## config.mk

```make
export PLATFORM = sky130hd
export DESIGN_NAME = pkt_link_port
export DESIGN_NICKNAME = d
export VERILOG_FILES = /design/src/rtl/pkt_link_pkg.sv /design/src/rtl/pkt_link_sync.sv /design/src/rtl/pkt_link_tx.sv /design/src/rtl/pkt_link_rx.sv /design/src/rtl/pkt_link_port.sv
export SDC_FILE = /design/constraint.sdc
export NUM_CORES = 1
export LEC_CHECK = 0
export BUFFER_PORTS_ARGS = -buffer_cell sky130_fd_sc_hd__buf_2
export CAP_MARGIN = 20
export CORE_UTILIZATION = 53
export CTS_CLUSTER_SIZE = 12
export DETAILED_ROUTE_END_ITERATION = 12
export PLACE_DENSITY = 0.79
export REMOVE_ABC_BUFFERS = 1
export SYNTH_ARGS = -nofsm -noshare
export SYNTH_HDL_FRONTEND = slang
export SYNTH_SLANG_ARGS = --single-unit
```

## constraint.sdc

```tcl
create_clock -name clk -period 2.1 [get_ports clk]
set_input_delay 0 -clock clk [delete_from_list [all_inputs] [get_ports clk]]
set_output_delay 0 -clock clk [all_outputs]
set_load 0.02 [all_outputs]
```

## src/rtl/pkt_link_pkg.sv

```systemverilog
package pkt_link_pkg;
   typedef enum logic [1:0] {
      TX_EMPTY = 2'd0,
      TX_SEND  = 2'd1,
      TX_HOLD  = 2'd2
   } tx_st_t;

   typedef enum logic {
      RX_LISTEN = 1'b0,
      RX_ACKED  = 1'b1
   } rx_st_t;
endpackage

```

## src/rtl/pkt_link_sync.sv

```systemverilog
module pkt_link_sync #(
   parameter int STAGES = 2
) (
   input  logic clk,
   input  logic rst,
   input  logic d,
   output logic q
);
   logic [STAGES-1:0] ff;

   generate
      for (genvar i = 0; i < STAGES; i++) begin : g_stage
         if (i == 0) begin : g_first
            always_ff @(posedge clk) begin
               if (rst) ff[0] <= 1'b0;
               else     ff[0] <= d;
            end
         end else begin : g_next
            always_ff @(posedge clk) begin
               if (rst) ff[i] <= 1'b0;
               else     ff[i] <= ff[i-1];
            end
         end
      end
   endgenerate

   assign q = ff[STAGES-1];
endmodule

```

## src/rtl/pkt_link_tx.sv

```systemverilog
module pkt_link_tx
   import pkt_link_pkg::*;
#(
   parameter int W = 64
) (
   input  logic         clk,
   input  logic         rst,
   input  logic [W-1:0] in_data,
   input  logic         in_valid,
   output logic         in_ready,
   output logic         req_o,
   output logic         dat_o,
   input  logic         ack_i
);
   localparam int CW = $clog2(W);
   localparam logic [CW-1:0] LAST = CW'(W - 1);

   tx_st_t        st;
   logic [W-1:0]  sh;
   logic [CW-1:0] cnt;

   always_ff @(posedge clk) begin
      if (rst) begin
         st    <= TX_EMPTY;
         sh    <= '0;
         cnt   <= '0;
         req_o <= 1'b0;
      end else begin
         case (st)
            TX_EMPTY: if (in_valid) begin
               sh    <= in_data;
               cnt   <= '0;
               req_o <= 1'b1;
               st    <= TX_SEND;
            end
            TX_SEND: if (ack_i) begin
               req_o <= 1'b0;
               st    <= TX_HOLD;
            end
            TX_HOLD: if (!ack_i) begin
               if (cnt == LAST) begin
                  st <= TX_EMPTY;
               end else begin
                  cnt   <= cnt + 1'b1;
                  sh    <= {1'b0, sh[W-1:1]};
                  req_o <= 1'b1;
                  st    <= TX_SEND;
               end
            end
            default: st <= TX_EMPTY;
         endcase
      end
   end

   assign in_ready = (st == TX_EMPTY);
   assign dat_o    = sh[0];
endmodule

```

## src/rtl/pkt_link_rx.sv

```systemverilog
module pkt_link_rx
   import pkt_link_pkg::*;
#(
   parameter int W = 64
) (
   input  logic         clk,
   input  logic         rst,
   output logic [W-1:0] out_data,
   output logic         out_valid,
   input  logic         out_ready,
   input  logic         req_i,
   input  logic         dat_i,
   output logic         ack_o
);
   localparam int CW = $clog2(W);
   localparam logic [CW-1:0] LAST = CW'(W - 1);

   rx_st_t        st;
   logic [W-1:0]  sh;
   logic [CW-1:0] cnt;
   logic          full;

   always_ff @(posedge clk) begin
      if (rst) begin
         st    <= RX_LISTEN;
         sh    <= '0;
         cnt   <= '0;
         full  <= 1'b0;
         ack_o <= 1'b0;
      end else begin
         if (full && out_ready) full <= 1'b0;
         case (st)
            RX_LISTEN: if (req_i && !full) begin
               sh    <= {dat_i, sh[W-1:1]};
               ack_o <= 1'b1;
               st    <= RX_ACKED;
               if (cnt == LAST) begin
                  cnt  <= '0;
                  full <= 1'b1;
               end else begin
                  cnt <= cnt + 1'b1;
               end
            end
            RX_ACKED: if (!req_i) begin
               ack_o <= 1'b0;
               st    <= RX_LISTEN;
            end
            default: st <= RX_LISTEN;
         endcase
      end
   end

   assign out_data  = sh;
   assign out_valid = full;
endmodule

```

## src/rtl/pkt_link_port.sv

```systemverilog
module pkt_link_port #(
   parameter int PKT_W       = 64,
   parameter int SYNC_STAGES = 2
) (
   input  logic             clk,
   input  logic             rst,
   input  logic [PKT_W-1:0] tx_data,
   input  logic             tx_valid,
   output logic             tx_ready,
   output logic [PKT_W-1:0] rx_data,
   output logic             rx_valid,
   input  logic             rx_ready,
   output logic             out_req,
   output logic             out_bit,
   input  logic             out_ack,
   input  logic             in_req,
   input  logic             in_bit,
   output logic             in_ack
);
   generate
      if (PKT_W < 2) begin : g_bad_width
         $error("PKT_W must be at least 2");
      end
      if (SYNC_STAGES < 2) begin : g_bad_sync
         $error("SYNC_STAGES must be at least 2");
      end
   endgenerate

   logic ack_s;
   logic req_s;

   pkt_link_sync #(.STAGES(SYNC_STAGES)) u_sync_ack (
      .clk(clk), .rst(rst), .d(out_ack), .q(ack_s)
   );

   pkt_link_sync #(.STAGES(SYNC_STAGES)) u_sync_req (
      .clk(clk), .rst(rst), .d(in_req), .q(req_s)
   );

   pkt_link_tx #(.W(PKT_W)) u_tx (
      .clk(clk), .rst(rst),
      .in_data(tx_data), .in_valid(tx_valid), .in_ready(tx_ready),
      .req_o(out_req), .dat_o(out_bit), .ack_i(ack_s)
   );

   pkt_link_rx #(.W(PKT_W)) u_rx (
      .clk(clk), .rst(rst),
      .out_data(rx_data), .out_valid(rx_valid), .out_ready(rx_ready),
      .req_i(req_s), .dat_i(in_bit), .ack_o(in_ack)
   );
endmodule

```

==> results.cfg <==
[run_status]
status = finished, final reports clean

[sta]
rsz0062_at_grt = no
tightest_slew_ns = 0.483
finalCriticalPeriod_ns = 1.99
fin_crit_sh = 0.947
slew_violations = 0
relSlewSlack = 0.678
hold_viol = 0
fin_skew_ns = 0.00726
setup-violations-final = 0
final.setup.worst_slack_ns = 0.111
fmax_mhz = 503

[pwr]
p_seq_frac = 0.452
cell_internal_pwr_uw = 5240
p_clk_frac = 0.456
power.leakage_uw = 0.00328
swShare = 0.223
power_switching_uw = 1510
power.density_nw_per_um2 = 833
p_comb_frac = 0.092
ir_drop_mv = 0.456

[synthesis]
syn_avg_cell_area_sq_um = 7.99
seq_area_frac_synth = 0.503
yosys_warnings = 0
post_synth_instance_area_sq_um = 5970
synth_seq_cells = 150
synth_cell_types = 41
syn_inst = 748

[worst_setup_path]
worstPathArrival_ns = 2.45
r2r_start = u_rx.out_valid$_SDFF_PP0_
r2r_cells = 5
worstPathRequired_ns = 2.56
criticalPathCategory = reg -> reg
end_kind = flip-flop
cp_max_fo = 5
r2r-end = u_rx.out_valid$_SDFF_PP0_
regToRegSetupSlack_ns = 0.11
critPathLaunchType = flip-flop

[placement]
gp_congestion = 0.798
placedCellCount = 974
dp_hpwl_microns = 8980
post_dp_cell_area_sq_um = 6770
dp_slack_ns = 0.273
io_buffers = 139

[grt]
antenna_found_initial = 0
gr-usage-all-layers = 0.271
grt_overflow = 0
grt_pass1_wl_microns = 25200
grt_max_degree = 66
grt_pass1_vias = 5514

[finish]
nFillCells = 768
fin_cells = 1076
area_growth_pct = 35.5
final_layout_size_suffix_gt1_frac = 0.206
final_area_sq_um = 8100
nets = 999
utilization = 0.744
diodes = 0

[clock_tree]
clk_latency_ns = 0.53
cts.clk_slew.worst_paths_ns = 0.06
post_cts_buffers = 0
cts_tree = built
cts.sinks = 150
clock-root-buffer = clkbuf_8
cts.path.max_buffers = 2
numCtsBuffers = 17
htreeDepth = 4

[floorplan]
die-area_sq_um = 11700
fp.dieW_microns = 108
pin_count = 140
core_area_sq_um = 10900
start_util = 0.549
fp.dieH_microns = 108
num_rows = 38

[routing]
avgRoutedWirePerCell_microns = 14.9
first_pass_iters = 6
viasPerCell = 5.59
first_iter_violations = 472
postRouteAntennaNets = 0
wirelength_microns = 16000
drt_drc_violations_left = 0
dr_total_vias = 6018

[hold_path]
hold_path_class = in -> reg
worstHoldStart = in_bit
hold_depth = 4
holdPathEnd = u_rx.out_data[63]$_SDFFE_PP0P_

[run]
max_cap_violations = 0
==> kinds of logic after synthesis <==
group / share of synthesized area
adders and majority gates: 0.00419
xor gates and xnor gates: 0.00733
DFF: 0.503
muxes: 0.00335
buffers and inverters: 0.0498
AOI/OAI and AO/OA: 0.221
and+or+nand+nor: 0.211
==> metrics by stage <==
| step | TNS (ns) | total power, uW | hold WS, ns |
|---|---|---|---|
| after CTS | 0 | 6760 | 0.267 |
| after floorplan | -106.96 | 3370 | 0.0691 |
| final | 0 | 6740 | 0.267 |
| after detailed placement | 0 | 3600 | 0.217 |
| after global placement | 0 | 3580 | 0.206 |
| after global routing | 0 | 6990 | 0.276 |
==> cells in the mapped netlist <==
cell type | n | area [sq um]
inv_1 | 3 | 11.3
nand3_1 | 3 | 15.0
or3b_1 | 1 | 8.76
buf_4 | 1 | 7.51
mux2i_1 | 2 | 20.0
o21a_1 | 1 | 7.51
or3b_2 | 1 | 8.76
nor2_2 | 1 | 6.26
nor3b_1 | 3 | 22.5
a41oi_1 | 1 | 8.76
buf_1 | 8 | 30.0
nand4_1 | 5 | 31.3
clkbuf_1 | 42 | 158
nand2_1 | 263 | 987
or4_4 | 1 | 11.3
nor3b_2 | 1 | 12.5
a211o_1 | 1 | 8.76
a21oi_2 | 1 | 8.76
and3_1 | 2 | 12.5
a21o_1 | 1 | 7.51
o21ai_0 | 5 | 25.0
a21oi_1 | 135 | 676
dfxtp_1 | 150 | 3000
a211oi_1 | 2 | 15.0
nor4_1 | 1 | 6.26
a311oi_1 | 63 | 552
nor4b_1 | 1 | 8.76
or3_1 | 1 | 6.26
xor2_1 | 2 | 17.5
nor2b_1 | 5 | 31.3
ha_1 | 2 | 25.0
nand2b_4 | 1 | 13.8
or2_1 | 1 | 6.26
a31oi_1 | 1 | 6.26
nand2b_1 | 6 | 37.5
xnor2_1 | 3 | 26.3
a21boi_1 | 1 | 7.51
nor2_1 | 7 | 26.3
nor3_1 | 2 | 10.0
buf_2 | 16 | 80.1
buf_6 | 1 | 11.3
==> critical path: stages, from the launching register on <==
cell           delay, ns
dfxtp_1             0.36
or3b_2              0.52
nor2_2              0.24
nand3_1             0.10
a21oi_1             0.14
dlygate4sd3_1       0.57
==> worst max-delay path by stage <==
stage                                         start                         to  slack, ns  cells after the start
after CTS                 u_rx.out_valid$_SDFF_PP0_  u_rx.out_valid$_SDFF_PP0_       0.07                      5
after global placement     u_tx.cnt[0]$_SDFFE_PP0P_   u_tx.sh[12]$_SDFFE_PP0P_       0.39                      6
final                     u_rx.out_valid$_SDFF_PP0_  u_rx.out_valid$_SDFF_PP0_       0.11                      5
after global routing       u_tx.cnt[0]$_SDFFE_PP0P_   u_tx.sh[41]$_SDFFE_PP0P_      0.009                      6
after floorplan             u_tx.st[1]$_SDFFE_PP0P_    u_tx.sh[0]$_SDFFE_PP0P_      -0.95                      3
after detailed placement   u_tx.cnt[0]$_SDFFE_PP0P_   u_tx.sh[31]$_SDFFE_PP0P_       0.27                      6
==> metal layers <==
layer  global-route usage  share of wire
met1                0.331           0.42
met2                0.470           0.49
met3               0.0615          0.072
met4               0.0890          0.016
met5                    0              0
==> final cells by class <==
type / instances / area [sq um] / area share
multi-input combinational: 527 / 2710 / 0.334
tap: 140 / 175 / 0.0216
clock buffer: 20 / 445 / 0.0550
clock inverter: 9 / 153 / 0.0189
sequential: 150 / 3000 / 0.371
inverter: 3 / 11.3 / 0.00139
timing repair buffer: 227 / 1600 / 0.198
==> power by group through the flow <==
stage / combinational, uW / clock (uW) / sequential (uW)
after floorplan: 276 / 0 / 3090
after CTS: 603 / 3110 / 3050
after detailed placement: 498 / 0 / 3100
after global routing: 677 / 3250 / 3060
after global placement: 480 / 0 / 3100
final: 620 / 3070 / 3050
==> timing repair <==
| item | 4_1_cts | 5_1_grt |
|---|---|---|
| hold buffers | 73 | 0 |
| endpoints found under the setup margin | 0 | 1 |
| gates resized for setup | 0 | 1 |
| endpoints found under the hold margin | 88 | 0 |
==> sequential cells by signal, summed over array words and instances (netlist names), 2 cells and up <==
register       count
u_rx.cnt           6
u_tx.sh           64
u_rx.out_data     64
u_tx.st            2
u_tx.cnt           6
==> layout by cell type (no fill, tap or decap), drive strengths merged, types with 2 or more instances in the layout <==
cell         count
xnor2            3
nand4            5
a311oi          63
nor3             2
dfxtp          150
nand3            3
o21ai            5
bufinv           4
clkinvlp         3
nand2          263
or3b             2
clkbuf          20
clkinv           2
mux2i            2
buf            154
and3             2
nor2b            5
a21oi          136
nor3b            4
nand2b           7
dlygate4sd3     73
a211oi           2
nor2             8
xor2             2
inv              3
ha               2
Power figures use the tool's default switching activity.
